`src/rtl/ebs_pkg.sv`:
```
package ebs_pkg;

  typedef enum logic [1:0] {
    K_IDLE  = 2'd0,
    K_FETCH = 2'd1,
    K_READ  = 2'd2,
    K_WRITE = 2'd3
  } kind_e;

  typedef struct packed {
    kind_e       kind;
    logic [15:0] addr;
    logic [7:0]  wbyte;
  } cmd_t;

  // address of the second instruction byte in a fetch cycle
  function automatic logic [15:0] bump(input logic [15:0] a);
    return a + 16'd1;
  endfunction

  // external data address: high byte from the pointer, low byte selectable
  function automatic logic [15:0] data_addr(input logic [15:0] ptr,
                                            input logic [7:0]  ind,
                                            input logic        sel_ind);
    return {ptr[15:8], sel_ind ? ind : ptr[7:0]};
  endfunction

endpackage

```
`src/rtl/ebs_slot_timer.sv`:
```
module ebs_slot_timer #(
  parameter int TICKS = 12,
  localparam int TW = $clog2(TICKS)
) (
  input  logic          clk,
  input  logic          rst_n,
  output logic [TW-1:0] tick,
  output logic          last
);

  assign last = (tick == TW'(TICKS - 1));

  always_ff @(posedge clk or negedge rst_n) begin
    if (!rst_n)    tick <= '0;
    else if (last) tick <= '0;
    else           tick <= tick + 1'b1;
  end


  take_gap_chk: assert property (@(posedge clk) disable iff (!rst_n)
    last |=> !last);

endmodule

```
`src/rtl/ebs_cmd_latch.sv`:
```
module ebs_cmd_latch
  import ebs_pkg::*;
(
  input  logic        clk,
  input  logic        rst_n,
  input  logic        take,
  input  logic [1:0]  req_kind,
  input  logic [15:0] pc,
  input  logic [15:0] dptr,
  input  logic [7:0]  ri,
  input  logic        use_ri,
  input  logic [7:0]  wdata,
  output cmd_t        cmd
);

  kind_e       k_in;
  logic [15:0] a_in;

  assign k_in = kind_e'(req_kind);
  assign a_in = (k_in == K_FETCH) ? pc : data_addr(dptr, ri, use_ri);

  always_ff @(posedge clk or negedge rst_n) begin
    if (!rst_n) begin
      cmd <= '{kind: K_IDLE, addr: 16'h0000, wbyte: 8'h00};
    end else if (take) begin
      cmd <= '{kind: k_in, addr: a_in, wbyte: wdata};
    end
  end

endmodule

```
`src/rtl/ebs_strobe_gen.sv`:
```
module ebs_strobe_gen
  import ebs_pkg::*;
#(
  parameter int STATES = 6,
  parameter int PHASES = 2,
  localparam int TICKS = STATES * PHASES,
  localparam int HALF  = TICKS / 2,
  localparam int TW    = $clog2(TICKS)
) (
  input  logic          clk,
  input  logic          rst_n,
  input  logic [TW-1:0] tick,
  input  kind_e         kind,
  output logic          ale,
  output logic          fetch_str,
  output logic          rd_str,
  output logic          wr_str,
  output logic          addr_drv,
  output logic          data_drv,
  output logic          sample,
  output logic          second_half
);

  always_comb begin
    int t;
    int h;
    t = int'(tick);
    h = (t >= HALF) ? t - HALF : t;
    ale = 1'b0; fetch_str = 1'b0; rd_str = 1'b0; wr_str = 1'b0;
    addr_drv = 1'b0; data_drv = 1'b0; sample = 1'b0; second_half = 1'b0;
    unique case (kind)
      K_FETCH: begin
        second_half = (t >= HALF);
        ale         = (h < PHASES);
        addr_drv    = (h <= PHASES);
        fetch_str   = (h > PHASES) && (h < HALF - 1);
        sample      = (h == HALF - 2);
      end
      K_READ: begin
        ale      = (t < PHASES);
        addr_drv = (t <= PHASES);
        rd_str   = (t > PHASES) && (t < TICKS - 2);
        sample   = (t == TICKS - 3);
      end
      K_WRITE: begin
        ale      = (t < PHASES);
        addr_drv = (t <= PHASES);
        wr_str   = (t > PHASES) && (t < TICKS - 2);
        data_drv = (t > PHASES) && (t < TICKS - 1);
      end
      default: ;
    endcase
  end


  one_strobe_chk: assert property (@(posedge clk) disable iff (!rst_n)
    $onehot0({fetch_str, rd_str, wr_str}));


  ale_vs_strobe_chk: assert property (@(posedge clk) disable iff (!rst_n)
    ale |-> !(fetch_str || rd_str || wr_str));

endmodule

```
`src/rtl/ext_bus_seq.sv`:
```
module ext_bus_seq
  import ebs_pkg::*;
#(
  parameter int STATES = 6,
  parameter int PHASES = 2
) (
  input  logic        clk,
  input  logic        rst_n,
  input  logic [1:0]  req_kind,
  input  logic [15:0] pc,
  input  logic [15:0] dptr,
  input  logic [7:0]  ri,
  input  logic        use_ri,
  input  logic [7:0]  wdata,
  input  logic [7:0]  ad_in,
  output logic        req_take,
  output logic [7:0]  ad_out,
  output logic        ad_oe,
  output logic [7:0]  a_hi,
  output logic        ale,
  output logic        psen_n,
  output logic        rd_n,
  output logic        wr_n,
  output logic [7:0]  rdata,
  output logic        rdata_valid,
  output logic        rdata_code
);

  localparam int TICKS = STATES * PHASES;
  localparam int TW    = $clog2(TICKS);

  logic [TW-1:0] tick;
  logic          last;
  cmd_t          cmd;
  logic          fetch_str, rd_str, wr_str;
  logic          addr_drv, data_drv, sample, second_half;
  logic [15:0]   cur_addr;
  logic          data_cyc;

  ebs_slot_timer #(.TICKS(TICKS)) u_tmr (
    .clk(clk), .rst_n(rst_n), .tick(tick), .last(last)
  );

  ebs_cmd_latch u_cmd (
    .clk(clk), .rst_n(rst_n), .take(last),
    .req_kind(req_kind), .pc(pc), .dptr(dptr), .ri(ri),
    .use_ri(use_ri), .wdata(wdata), .cmd(cmd)
  );

  ebs_strobe_gen #(.STATES(STATES), .PHASES(PHASES)) u_str (
    .clk(clk), .rst_n(rst_n), .tick(tick), .kind(cmd.kind),
    .ale(ale), .fetch_str(fetch_str), .rd_str(rd_str), .wr_str(wr_str),
    .addr_drv(addr_drv), .data_drv(data_drv), .sample(sample),
    .second_half(second_half)
  );

  assign req_take = last;
  assign data_cyc = (cmd.kind == K_READ) || (cmd.kind == K_WRITE);
  assign cur_addr = second_half ? bump(cmd.addr) : cmd.addr;

  assign ad_out = addr_drv ? cur_addr[7:0] : (data_drv ? cmd.wbyte : 8'h00);
  assign ad_oe  = addr_drv || data_drv;
  assign a_hi   = (cmd.kind == K_IDLE) ? 8'h00 : cur_addr[15:8];
  assign psen_n = !fetch_str;
  assign rd_n   = !rd_str;
  assign wr_n   = !wr_str;

  always_ff @(posedge clk or negedge rst_n) begin
    if (!rst_n) begin
      rdata       <= 8'h00;
      rdata_valid <= 1'b0;
      rdata_code  <= 1'b0;
    end else begin
      rdata_valid <= sample;
      if (sample) begin
        rdata      <= ad_in;
        rdata_code <= (cmd.kind == K_FETCH);
      end
    end
  end


  rd_float_chk: assert property (@(posedge clk) disable iff (!rst_n)
    !rd_n |-> !ad_oe);


  ale_hold_chk: assert property (@(posedge clk) disable iff (!rst_n)
    $fell(ale) |-> ad_oe);


  ahi_steady_chk: assert property (@(posedge clk) disable iff (!rst_n)
    (data_cyc && tick != '0) |-> $stable(a_hi));


  sample_src_chk: assert property (@(posedge clk) disable iff (!rst_n)
    rdata_valid |-> $past(!psen_n || !rd_n));

endmodule

```
`config.mk`:
```
export PLATFORM = sky130hd
export DESIGN_NAME = ext_bus_seq
export DESIGN_NICKNAME = d
export VERILOG_FILES = /design/src/rtl/ebs_pkg.sv /design/src/rtl/ebs_slot_timer.sv /design/src/rtl/ebs_cmd_latch.sv /design/src/rtl/ebs_strobe_gen.sv /design/src/rtl/ext_bus_seq.sv
export SDC_FILE = /design/constraint.sdc
export NUM_CORES = 1
export LEC_CHECK = 0
export ABC_AREA = 0
export BUFFER_PORTS_ARGS = -buffer_cell sky130_fd_sc_hd__buf_2
export CAP_MARGIN = 20
export CORE_MARGIN = 5
export CORE_UTILIZATION = 54
export CTS_BUF_LIST = sky130_fd_sc_hd__clkbuf_8 sky130_fd_sc_hd__clkbuf_16
export CTS_CLUSTER_SIZE = 30
export DETAILED_ROUTE_END_ITERATION = 6
export PLACE_DENSITY_LB_ADDON = 0.25
export SLEW_MARGIN = 10
export SYNTH_ARGS = -nofsm -noshare
export SYNTH_HDL_FRONTEND = slang
export SYNTH_SLANG_ARGS = --single-unit
```
`constraint.sdc`:
```
create_clock -name clk -period 4.1 [get_ports clk]
set_input_delay 0 -clock clk [delete_from_list [all_inputs] [get_ports clk]]
set_output_delay 0 -clock clk [all_outputs]
set_load 0.01 [all_outputs]
```
### Yosys cells after proc, flatten, opt, wreduce, memory -nomap -nowiden

Cells that the tools add are included.

| word-level totals | value |
|---|---|
| register bits after elaboration | 40 |
| input bits | 61 |
| output and inout bits | 32 |
| word-level logic and storage cells | 52 |

| operators by class | value |
|---|---|
| $add $sub $neg | 3 |
| magnitude comparators | 10 |
| equal/unequal tests | 7 |
| muxes and demuxes | 16 |
| reductions and logical operators | 9 |

Operator list:

| kind | number |
|---|---|
| 32-bit by 4-bit equality test with 1-bit output (second input constant) | 1 |
| 32-bit by 3-bit greater-than comparator with 1-bit output (second input constant) | 1 |
| 32-bit by 3-bit <= comparator with 1-bit output (second input constant) | 1 |
| 32-bit by 3-bit less-than comparator with 1-bit output (second input constant) | 1 |
| 32-bit by 4-bit less-than comparator with 1-bit output (second input constant) | 1 |
| 16-bit 2-to-1 mux | 2 |
| 32-bit 2-to-1 mux | 1 |
| 8-bit 2-to-1 mux | 4 |
| 16-bit by 1-bit adder with 16-bit output (second input constant) | 1 |
| 4-bit equality test (second input constant) | 2 |
| 4-bit less-than comparator (second input constant) | 2 |
| 1-bit one-hot mux with 2 select lines | 3 |
| 1-bit 2-to-1 mux | 5 |
| 4-bit by 3-bit subtractor with 5-bit output (second input constant) | 1 |
| 4-bit by 1-bit adder with 4-bit output (second input constant) | 1 |
| 2-bit by 1-bit equality test with 1-bit output (second input constant) | 2 |
| 2-bit equality test (second input constant) | 2 |
| 4-bit by 3-bit greater-or-equal comparator with 1-bit output (second input constant) | 1 |
| 4-bit by 2-bit greater-than comparator with 1-bit output (second input constant) | 1 |
| 4-bit by 2-bit <= comparator with 1-bit output (second input constant) | 1 |
| 4-bit by 2-bit less-than comparator with 1-bit output (second input constant) | 1 |
| 4-bit 2-to-1 mux | 1 |
| 1-bit logical AND | 3 |
| 1-bit logical NOT | 3 |
| 3 further kinds | 3 |

### Longest topological paths before layout

Gate-level depths: netlist of the first run.

| depth | value |
|---|---|
| word-level depth | 6 |
| gate-level depth with buffers | 7 |
| mapped depth without buffers | 7 |

### Modules after synthesis

Synthesis of the first run repeated with hierarchy kept, for this count alone.

| unflattened totals | value |
|---|---|
| cell total of the unflattened synthesis | 306 |
| area, all modules | 2738.9 um2 |

By module, submodules not included:

| module | instances | cells an instance | area an instance (um2) | seq. area each (um2) |
|---|---|---|---|---|
| ebs_cmd_latch | 1 | 119 | 1212.4 | 650.6 |
| ext_bus_seq | 1 | 105 | 875.8 | 250.2 |
| ebs_strobe_gen | 1 | 68 | 470.5 | 0.0 |
| ebs_slot_timer | 1 | 14 | 180.2 | 100.1 |

### Worst setup path after synthesis of the first run

No wires, ideal clock.

| timing | value |
|---|---|
| kind | reg-to-reg |
| from | register u_tmr.tick[2] |
| to | register rdata[0] |
| data arrival time | 2129 ps |
| path slack | 1846 ps |
| stages on the path, launching flop included | 7 |
| buffers on the path | 0 |
| period minus slack after synthesis | 2254 ps |
| cells stage by stage | dfrtp_1 ha_1 ha_1 or3_1 o32a_2 o21ai_4 mux2_2 |

| on the way | value |
|---|---|
| longest elaborated chain between the ends | 4 |

RTL lines:

| what | line | RTL |
|---|---|---|
| start, declared | ebs_slot_timer.sv:7 | `output logic [TW-1:0] tick,` |
| start signal, assigned | ebs_slot_timer.sv:16 | `else tick <= tick + 1'b1;` |
| 4-bit by 3-bit subtractor with 5-bit output or 4-bit by 3-bit greater-or-equal comparator with 1-bit output (tied branches) | ebs_strobe_gen.sv:28 | `h = (t >= HALF) ? t - HALF : t;` |
| 32-bit 2-to-1 mux | ebs_strobe_gen.sv:28 |  |
| 32-bit by 4-bit equality test with 1-bit output | ebs_strobe_gen.sv:37 | `sample = (h == HALF - 2);` |
| 1-bit one-hot mux with 2 select lines (*) | ebs_strobe_gen.sv:31 | `unique case (kind)` |
| net sample | ext_bus_seq.sv:36 | `logic addr_drv, data_drv, sample, second_half;` |
| end signal, assigned | ext_bus_seq.sv:76 | `rdata <= ad_in;` |
| end, declared | ext_bus_seq.sv:24 | `output logic [7:0] rdata,` |

The timed path passes the listed nets; every way through them passes the cells marked *.
A chain may end at the register's enable or synchronous reset.

### Final worst setup path of the first run

| timing | value |
|---|---|
| from | register u_tmr.tick[1] |
| to | output port a_hi[2] |

| on the way | value |
|---|---|
| longest elaborated chain between the ends | 4 |

RTL lines:

| what | line | RTL |
|---|---|---|
| 4-bit by 3-bit greater-or-equal comparator with 1-bit output | ebs_strobe_gen.sv:33 | `second_half = (t >= HALF);` |
| 1-bit 2-to-1 mux | ebs_strobe_gen.sv:31 |  |
| 16-bit 2-to-1 mux | ext_bus_seq.sv:59 | `assign cur_addr = second_half ? bump(cmd.addr) : cmd.addr;` |
| 8-bit 2-to-1 mux | ext_bus_seq.sv:63 | `assign a_hi = (cmd.kind == K_IDLE) ? 8'h00 : cur_addr[15:8];` |
| end, declared | ext_bus_seq.sv:19 | `output logic [7:0] a_hi,` |

Every way passes these cells.

==> results of run 1 <==
-- critical path: stages (launching register included) --
cell	delay, ns
dfrtp_1	0.60
ha_1	0.25
ha_1	0.20
nor2b_1	0.26
o2111ai_1	0.29
or2_2	0.41
or3_1	0.32
a21oi_1	0.15
buf_2	0.15
-- state kept, by name (all words and copies together) (netlist names) --
signal       flops
u_tmr.tick       4
u_cmd.cmd       26
rdata            8
rdata_code       1
rdata_valid      1
-- per-layer routing --
metal	track usage [%]	vias up	wire length, um
li1	-	1251	-
met1	27.29	1203	2684
met2	39.73	96	3523
met3	4.535	13	487
met4	9.107	0	134
met5	0	-	0
-- worst paths after layout --
kind | from | end | slack [ns] | depth (start not counted)
setup / recovery | u_tmr.tick[1] | a_hi[2] | 1.16 | 8
hold / removal | pc[4] | u_cmd.cmd[12] | 0.01 | 3
setup reg to reg | u_tmr.tick[1] | rdata[6] | 1.54 | 6
hold reg to reg | u_cmd.cmd[1] | u_cmd.cmd[1] | 0.48 | 2
max in group asynchronous | rst_n | u_cmd.cmd[20] | 3.18 | 2
min in group asynchronous | rst_n | u_tmr.tick[2] | 0.35 | 2
-- cell type report --
| type | count | share of cell area, % |
|---|---|---|
| Sequential cell | 40 | 28.38 |
| Timing Repair Buffer | 128 | 23.34 |
| Clock buffer | 5 | 1.951 |
| Multi-Input combinational cell | 229 | 41.61 |
| Clock inverter | 3 | 1.313 |
| Inverter | 14 | 1.490 |
| Tap cell | 54 | 1.916 |
-- through the flow --
stage          setup WS [ns]  instances  power (mW)  cell area, um^2
6_report               1.165        473      0.9997             3527
5_1_grt               0.9886        473       1.048             3527
4_1_cts                1.219        472       1.005             3512
3_5_place_dp           1.554        430      0.6428             3057
3_3_place_gp           1.630        430      0.6370             3057
2_1_floorplan          1.846        295      0.5573             2570
-- cell families after synthesis --
logic type	after synthesis	share of synthesized area, %
adder cells (fa/ha/maj)	11	5.355
buffers and inverters	26	4.041
AND/OR/NAND/NOR	115	19.52
AO/OA/AOI/OAI	53	13.00
multiplexers	34	13.68
flip-flops	40	38.95
XOR/XNOR	16	5.453
-- Yosys cell counts, types with 2 or more instances --
library cell	instances	area, um^2
nand2_1	62	232.7
or2_2	3	18.77
ha_1	11	137.6
mux2_2	9	101.4
clkbuf_1	9	33.78
inv_1	13	48.80
nor2_1	20	75.07
nand3_1	8	40.04
a21oi_1	10	50.05
o21ai_0	27	135.1
xor2_1	2	17.52
mux2i_1	25	250.2
nand2b_1	2	12.51
dfrtp_1	40	1001
a211oi_1	2	15.01
nor3_1	7	35.03
a21o_1	2	15.01
or3_1	4	25.02
xnor2_1	14	122.6
nor2b_1	3	18.77
buf_2	2	10.01
-- what timing repair did --
| item | in CTS | in global routing |
|---|---|---|
| hold endpoints to repair | 68 | 0 |
| setup endpoints to repair | 0 | 0 |
| resized for setup | 0 | 0 |
| hold buffers | 34 | 0 |
-- report_power, final --
part	leakage [nW]	total [mW]	internal, mW	switching (mW)
Combinational	1.20	0.211	0.114	0.0971
Clock	0.0548	0.336	0.183	0.152
Sequential	0.483	0.453	0.428	0.0251
Total	1.73	1.00	0.725	0.274
-- cells in the final DEF (no fill, tap or decap), types with 2 or more instances in the layout --
cell type / n
buf_2: 92
a211oi_1: 2
a21oi_1: 10
mux2i_1: 25
dfrtp_1: 40
or2_2: 3
o21ai_0: 27
ha_1: 11
xnor2_1: 14
nand2b_1: 2
nand2_1: 62
xor2_1: 2
or3_1: 4
inv_1: 13
nand3_1: 8
a21o_1: 2
nor3_1: 7
dlygate4sd3_1: 34
nor2b_1: 2
mux2_2: 9
nor2_1: 20
clkbuf_8: 5
==> implementation parameters, run 1 <==
Parameter                              Value

Timing
  Post-route fraction of the period consumed by the critical path    71.59%
  Final setup violation count    0
  RSZ-0062 raised after global routing    false
  Hold_ws    0.01372 ns
  Fin Setup TNS    0 ns
  Achievable Freq    0.3407 GHz
  Final number of max-transition violations    0
  Maximum clock skew at final layout    0.006413 ns
  Max-slew headroom at the worst pin    40.48%
  Crit path time final    2.935 ns
  Number of hold-slack violations in the final timing report    0
  Pin slew with the least headroom to its limit    0.8928 ns

Yosys
  Fraction of registers with async set/reset    100.0%
  Sequential area share after synthesis    38.95%
  Number of instances in the synthesized netlist    295
  Number of synthesized register bits    40
  Synth warn    0
  Post-synth EDFFs    0
  Ys flop type    dfrtp_1
  Synthesized area per cell    8.712 um^2
  Area of the mapped netlist    2570 um^2
  Count of unique library cells instantiated by Yosys    41
  Synthesized Nets    367

Final layout
  Layout area overhead    37.24%
  N_diodes    0
  Area of the multi-input gates    1468 um^2
  Sequential Area    1001 um^2
  Post-route core utilization    75.68%
  Number of nets in the layout    490
  Final-layout fill cell count    335
  Fraction of layout instances using a drive strength above 1    29.12%

Floorplanning
  Die area    6239 um^2
  Placeable core region    4661 um^2
  Die outline width    78.99 um
  I/O pin total    93
  Die span in y    78.99 um
  Initial Utilization    55.14%
  Std-Cell Rows    25

Placement
  Number of I/O port buffers    92
  Last weighted congestion value of the routability-driven placer    0.9088
  Final HPWL DP    4.691 mm

Setup path
  Worst Setup Start Kind    flip-flop
  Required time worst endpoint    4.10 ns
  Critical Setup Path Class    reg2out
  Largest fanout on the critical path    12
  Crit path DAT    2.94 ns
  Worst Setup End Kind    output pin

Clock tree
  Num Clock Sinks    40
  Root buffer selected by CTS    clkbuf_8
  TritonCTS Buffers    5
  Post-CTS repair timing setup buffer count    0
  H-Tree Level Count    2
  Maximum clock insertion buffer count    2
  TritonCTS clock tree    yes
  Insertion delay to the later sink of the worst-skew pair    0.30 ns
  CTS clk-pin slew, worst paths    0.09 ns

Global route
  Global-route wire length before repair    11.32 mm
  Number of antenna violations at the first check in global routing    0
  Overall fraction of global-route tracks in use    22.73%
  Maximum number of pins on one net before global-route repair    41
  Total congestion overflow    0
  Vias in the first global route    2550

Routing
  Routed via count divided by cell count    5.419
  Iteration-0 DRC count of the detailed router    132
  Via total after detailed routing    2563
  Final Routed Wirelength    6.830 mm
  Number of design rule violations left after detail routing    0
  Wirelength per Cell    14.44 um
  Post-route antenna net violation count    0
  Count of TritonRoute iterations in the first routing pass    4

Pwr
  Total power divided by cell area    283.4 nW/um^2
  Peak ir drop on the vdd network    146.1 uV
  Cell leakage power    1.734 nW

Run status
  Outcome    finished, final reports clean

Worst hold path
  Class of the tightest hold or removal check    in2reg

Flow run
  Max cap viols    0
Note: power is estimated with default switching activity, not from simulation.
==> run 2, diff against run 1 <==
--- a/config.mk
+++ b/config.mk
@@ -9,7 +9,7 @@
 export BUFFER_PORTS_ARGS = -buffer_cell sky130_fd_sc_hd__buf_2
 export CAP_MARGIN = 20
 export CORE_MARGIN = 5
-export CORE_UTILIZATION = 54
+export CORE_UTILIZATION = 50
 export CTS_BUF_LIST = sky130_fd_sc_hd__clkbuf_8 sky130_fd_sc_hd__clkbuf_16
 export CTS_CLUSTER_SIZE = 30
 export DETAILED_ROUTE_END_ITERATION = 6
==> constraint.sdc (replaced) <==
create_clock -name clk -period 3.01 [get_ports clk]
set_input_delay 0 -clock clk [delete_from_list [all_inputs] [get_ports clk]]
set_output_delay 0 -clock clk [all_outputs]
set_load 0.01 [all_outputs]
==> run 2 against run 1 <==
Critical path depth rose by 1. Setup slack worse by 0.93 ns. Cell count is 1.7% higher. Routed wire length decreased by 7.2%. Critical path type unchanged.
==> implementation parameters, run 2 (synthesis results as in run 1) <==
Parameter                              Value

Run status
  Outcome    finished, final reports clean

Setup path
  Worst Setup Start Kind    flip-flop
  Startpoint of the worst-slack reg-to-reg timing path    u_tmr.tick[1]
  Required time worst endpoint    3.01 ns (-1.09 ns)
  Worst Setup End Kind    output pin
  Largest fanout on the critical path    9 (-3)
  Crit path DAT    2.77 ns (-0.17 ns)
  Endpoint of the worst register-to-register path    rdata[4]
  CP Launch Point    u_tmr.tick[2]
  Worst setup slack for register-to-register paths    0.54 ns (-1.00 ns)
  Worst r2r path cells    6 (unchanged)
  Critical Setup Path Class    reg2out

Timing
  Maximum clock skew at final layout    0.006844 ns (+0.0004301 ns)
  Pin slew with the least headroom to its limit    1.051 ns (+0.1583 ns)
  Number of hold-slack violations in the final timing report    0 (unchanged)
  Crit path time final    2.770 ns
  RSZ-0062 raised after global routing    false
  Achievable Freq    0.3610 GHz
  Final number of max-transition violations    0 (unchanged)
  Max-slew headroom at the worst pin    29.61% (-11 points)
  Post-route fraction of the period consumed by the critical path    92.03%
  Final worst slack    0.2398 ns (-0.9250 ns)
  Final setup violation count    0 (unchanged)
  Fin Setup TNS    0 ns (unchanged)

Routing
  Wirelength per Cell    13.18 um (-8.7%)
  Iteration-0 DRC count of the detailed router    136 (+3.0%)
  Post-route antenna net violation count    0 (unchanged)
  Via total after detailed routing    2414 (-5.8%)
  Count of TritonRoute iterations in the first routing pass    5 (+1)
  Final Routed Wirelength    6.339 mm (-7.2%)
  Number of design rule violations left after detail routing    0 (unchanged)
  Routed via count divided by cell count    5.019 (-7.4%)

Pwr
  Peak ir drop on the vdd network    225.9 uV (+55%)
  Cell leakage power    1.694 nW (-2.3%)
  Total power divided by cell area    366.9 nW/um^2 (+29%)

Global route
  Maximum number of pins on one net before global-route repair    41 (unchanged)
  Number of antenna violations at the first check in global routing    0 (unchanged)
  Vias in the first global route    2446 (-4.1%)
  Total congestion overflow    0 (unchanged)
  Overall fraction of global-route tracks in use    20.84% (-1.9 points)
  Global-route wire length before repair    10.96 mm (-3.2%)

Final layout
  Post-route core utilization    68.21% (-7.5 points)
  Most common library cell in the layout ignoring fill and taps    buf_2
  Commonest cells after routing, fill and taps aside    buf_2, nand2_1, dfrtp_1
  Fraction of layout instances using a drive strength above 1    30.17% (+1.1 points)
  Flip-flop count of the largest register after layout    26 (unchanged)
  Leading registers by flop count    u_cmd.cmd x26, rdata x8, u_tmr.tick x4
  N_diodes    0 (unchanged)
  Count of placed standard cells in the final layout, fillers left out    481 (+1.7%)
  Number of nets in the layout    482 (-1.6%)
  Final-layout fill cell count    420 (+25%)
  Final design instance area without fill    3440 um^2 (-2.5%)
  Layout area overhead    33.84%
  Register with the highest flop count    u_cmd.cmd

Floorplanning
  Initial Utilization    50.97% (-4.2 points)
  I/O pin total    93 (unchanged)
  Placeable core region    5042 um^2 (+8.2%)
  Die outline width    81.70 um (+3.4%)
  Std-Cell Rows    26 (+4.0%)
  Die area    6674 um^2 (+7.0%)
  Die span in y    81.70 um (+3.4%)

Clock tree
  CTS clk-pin slew, worst paths    0.08 ns (about the same)
  H-Tree Level Count    2 (unchanged)
  Root buffer selected by CTS    clkbuf_8
  Maximum clock insertion buffer count    2 (unchanged)
  TritonCTS clock tree    yes
  Num Clock Sinks    40 (unchanged)
  Insertion delay to the later sink of the worst-skew pair    0.29 ns (about the same)
  TritonCTS Buffers    5 (unchanged)
  Post-CTS repair timing setup buffer count    0 (unchanged)

Placement
  Setup Slack @ Placement    0.4625 ns (-1.091 ns)
  Number of I/O port buffers    92 (unchanged)
  Number of placed cells counting well taps    448 (+4.2%)
  Last weighted congestion value of the routability-driven placer    0.8552 (-5.9%)
  Final HPWL DP    4.711 mm (+0.43%)
  Post-Place Cell Area    3092 um^2 (+1.1%)

Worst hold path
  Worst Hold End    u_cmd.cmd[17]
  Beginning of the worst hold path    pc[9]
  Hold Crit Depth    3 (unchanged)
  Class of the tightest hold or removal check    in2reg

Flow run
  Max cap viols    0 (unchanged)
-- run 2: changes by cell type in the layout (fill, tap and decap cells not counted), sizes merged --
| cell | delta |
|---|---|
| clkbuf | +1 |
| dlygate4sd3 | -9 |
| clkinv | +1 |
| bufinv | -1 |
| clkinvlp | -1 |
| buf | +1 |
-- run 2: worst max path at each step --
| stage | endpoint | slack [ns] |
|---|---|---|
| CTS | ad_out[0] | 0.18 |
| detailed placement | rdata[4] | 0.46 |
| global placement | rdata[4] | 0.52 |
| floorplan | rdata[0] | 0.76 |
| finish | ad_out[3] | 0.24 |
| global route | ad_out[1] | 0.007 |
-- run 2: final cells by class --
class,count,area [um^2],share of cell area [%]
Multi-Input combinational cell,229,1468,42.67
Sequential cell,40,1002,29.14
Timing Repair Buffer,120,733.2,21.32
Tap cell,70,87.58,2.546
Clock buffer,6,82.58,2.401
Inverter,14,52.55,1.528
Clock inverter,2,13.76,0.4001
-- run 2: metrics by stage --
step	power, mW	hold slack (ns)
2_1_floorplan	0.7591	-0.2956
3_3_place_gp	0.8704	0.1757
3_5_place_dp	0.8781	0.1783
4_1_cts	1.276	0.0009347
5_1_grt	1.341	0.01021
6_report	1.262	0.005070
-- run 2: layer usage --
layer / part of all wire [%] / GRT usage (%)
met1: 42 / 25.73
met2: 50 / 37.70
met3: 6.8 / 4.496
met4: 0.73 / 3.654
met5: 0 / 0
-- run 2: worst max-delay path: stages (launching register included) --
cell	delay, ns
dfrtp_1	0.52
ha_1	0.24
ha_1	0.19
nor2b_1	0.29
o21ai_0	0.17
o22a_2	0.25
o2bb2ai_2	0.29
buf_4	0.22
mux2i_1	0.17
buf_2	0.14
-- run 2: where the power goes --
part	switching, mW	internal, mW
Sequential	0.0337	0.583
Combinational	0.127	0.146
Clock	0.185	0.187
-- run 2: timing repair --
item,in CTS,in global routing
resized for setup,0,1
endpoints found under the setup margin,0,4
hold endpoints to repair,62,1
hold buffers,24,1
==> run 3, diff against run 2 <==
--- a/config.mk
+++ b/config.mk
@@ -14,6 +14,7 @@
 export CTS_CLUSTER_SIZE = 30
 export DETAILED_ROUTE_END_ITERATION = 6
 export PLACE_DENSITY_LB_ADDON = 0.25
+export RECOVER_POWER = 25
 export SLEW_MARGIN = 10
 export SYNTH_ARGS = -nofsm -noshare
 export SYNTH_HDL_FRONTEND = slang
==> run 3 against run 2 <==
The run now ends with max-capacitance violations, max-slew violations left. Sequential cell count unchanged. Sequential share of layout area increased by 0.12 points. Count of clock-buffer cells in the layout stayed put.
==> implementation parameters, run 3 (synthesis results as in run 1) <==
Parameter                              Value

Run status
  Outcome    finished, violations left
  Violations in the final reports    max-capacitance violations, max-slew violations

Clock tree
  H-Tree Level Count    2 (unchanged)
  CTS clk-pin slew, worst paths    0.08 ns (about the same)
  Insertion delay to the later sink of the worst-skew pair    0.29 ns (about the same)
  Maximum clock insertion buffer count    2 (unchanged)
  TritonCTS Buffers    5 (unchanged)
  Root buffer selected by CTS    clkbuf_8
  TritonCTS clock tree    yes
  Num Clock Sinks    40 (unchanged)

Floorplanning
  Die area    6674 um^2 (unchanged)
  Die span in y    81.70 um (unchanged)
  Placeable core region    5042 um^2 (unchanged)
  Die outline width    81.70 um (unchanged)
  Std-Cell Rows    26 (unchanged)
  I/O pin total    93 (unchanged)
  Initial Utilization    50.97% (unchanged)

Final layout
  Register with the highest flop count    u_cmd.cmd
  Flip-flop count of the largest register after layout    26 (unchanged)
  Commonest cells after routing, fill and taps aside    buf_2, nand2_1, dfrtp_1
  Fraction of layout instances using a drive strength above 1    27.49% (-2.7 points)
  Area of the multi-input gates    1468 um^2 (unchanged)
  Most common library cell in the layout ignoring fill and taps    buf_2
  Number of nets in the layout    482 (unchanged)
  Leading registers by flop count    u_cmd.cmd x26, rdata x8, u_tmr.tick x4
  N_diodes    0 (unchanged)
  Layout area overhead    33.30%
  Final-layout fill cell count    431 (+2.6%)
  Sequential Area    1002 um^2 (unchanged)
  Count of placed standard cells in the final layout, fillers left out    481 (unchanged)

Setup path
  Most used cell along the critical path    ha_1
  Bufs and invs on worst path    2 (unchanged)
  Dominant delay contributor by cell family on the critical path    compound AO/OA/AOI/OAI gates
  Delay contributed by the slowest stage of the critical path    0.52 ns (about the same)
  Required time worst endpoint    3.01 ns (about the same)
  Critical Setup Path Class    reg2out
  Worst Setup End Kind    output pin
  Cells traversed along the worst timing path    ha_1, ha_1, nor2b_1, o21ai_0, o22a_2, o2bb2ai_2, buf_4, mux2i_1, buf_2
  Worst Setup Start Kind    flip-flop
  Crit path DAT    2.77 ns (about the same)
  Largest fanout on the critical path    9 (unchanged)
  Cell with the largest stage delay on the worst path    dfrtp_1

Routing
  Post-route antenna net violation count    0 (unchanged)
  Final Routed Wirelength    6.359 mm (+0.32%)
  Wirelength per Cell    13.22 um (+0.32%)
  Count of TritonRoute iterations in the first routing pass    4 (-1)
  Iteration-0 DRC count of the detailed router    138 (+1.5%)
  Routed via count divided by cell count    5.019 (unchanged)
  Via total after detailed routing    2414 (unchanged)
  Number of design rule violations left after detail routing    0 (unchanged)

Global route
  Total congestion overflow    0 (unchanged)
  Overall fraction of global-route tracks in use    20.84% (unchanged)
  Global-route wire length before repair    10.96 mm (unchanged)
  Maximum number of pins on one net before global-route repair    41 (unchanged)
  Vias in the first global route    2446 (unchanged)
  Number of antenna violations at the first check in global routing    0 (unchanged)

Placement
  Number of I/O port buffers    92 (unchanged)
  Final HPWL DP    4.711 mm (unchanged)
  Number of placed cells counting well taps    448 (unchanged)
  Last weighted congestion value of the routability-driven placer    0.8552 (unchanged)

Timing
  Maximum clock skew at final layout    0.006519 ns (-0.0003247 ns)
  Pin slew with the least headroom to its limit    2.099 ns (+1.048 ns)
  Final setup violation count    0 (unchanged)
  Fin Setup TNS    0 ns (unchanged)
  Max-slew headroom at the worst pin    -39.94% (-70 points)
  RSZ-0062 raised after global routing    false
  Final number of max-transition violations    41 (+41)
  Post-route fraction of the period consumed by the critical path    92.04% (about the same)
  Crit path time final    2.770 ns (+0.0001860 ns)
  Number of hold-slack violations in the final timing report    0 (unchanged)
  Achievable Freq    0.3610 GHz (about the same)

Worst hold path
  Class of the tightest hold or removal check    in2reg

Pwr
  Total power divided by cell area    367.0 nW/um^2 (about the same)
  Overall Power    1.257 mW (-0.39%)
  Peak ir drop on the vdd network    225.8 uV (about the same)
  Cell leakage power    1.656 nW (-2.2%)

Flow run
  Max cap viols    1 (+1)
## run 3: cell count changes in the layout (fill, tap and decap cells not counted), sizes merged
cell / before / now
buf: 95 / 84
clkbuf: 6 / 17
## run 3: tightest hold or removal path, cell delays in order
cell	delay [ns]
buf_2	0.07
mux2i_1	0.05
o21ai_0	0.13
## run 3: per-stage QoR
step	setup WS [ns]	hold slack [ns]	utilization [%]	instance area, um^2
after floorplan	0.7561	-0.2956	-	2570
after global placement	0.5222	0.1757	61.32	3092
after detailed placement	0.4625	0.1783	61.32	3092
after CTS	0.1789	0.0009347	67.99	3428
after global routing	0.007121	0.01021	67.94	3426
final	0.2397	0.004846	67.94	3426
## run 3: layer usage
metal | up-vias | part of all wire (%) | wire (um) | track usage [%]
li1 | 1239 | - | - | -
met1 | 1087 | 42 | 2700 | 25.73
met2 | 81 | 50 | 3178 | 37.70
met3 | 7 | 6.8 | 434 | 4.496
met4 | 0 | 0.72 | 46 | 3.654
met5 | - | 0 | 0 | 0
## run 3: layout make-up
cell class | count | area share, %
clock buffers | 6 | 2.411
clock inverters | 2 | 0.4018
inverters | 14 | 1.534
multi-input cells | 229 | 42.84
flip-flops and latches | 40 | 29.25
well taps | 70 | 2.557
repair buffers | 120 | 21.00
## run 3: timing repair
item | CTS | global route
buffers inserted | 0 | 0
endpoints found under the hold margin | 62 | 1
gates resized for setup | 0 | 1
setup endpoints to repair | 0 | 4
hold buffers | 24 | 1
## run 3: power by group
part / switching [mW] / internal, mW
Clock: 0.185 / 0.187
Combinational: 0.127 / 0.140
Sequential: 0.0345 / 0.583
Total: 0.347 / 0.910
## run 3: final timing paths
path | slack [ns] | endpoint | depth (start not counted) | from
hold / removal | 0.005 | u_cmd.cmd[17] | 3 | pc[9]
min in group asynchronous | 0.85 | u_cmd.cmd[6] | 2 | rst_n
max in group asynchronous | 0.79 | u_tmr.tick[1] | 2 | rst_n
setup reg to reg | 0.54 | rdata[4] | 6 | u_tmr.tick[1]
setup / recovery | 0.24 | ad_out[3] | 9 | u_tmr.tick[2]
hold reg to reg | 0.48 | u_cmd.cmd[3] | 2 | u_cmd.cmd[3]
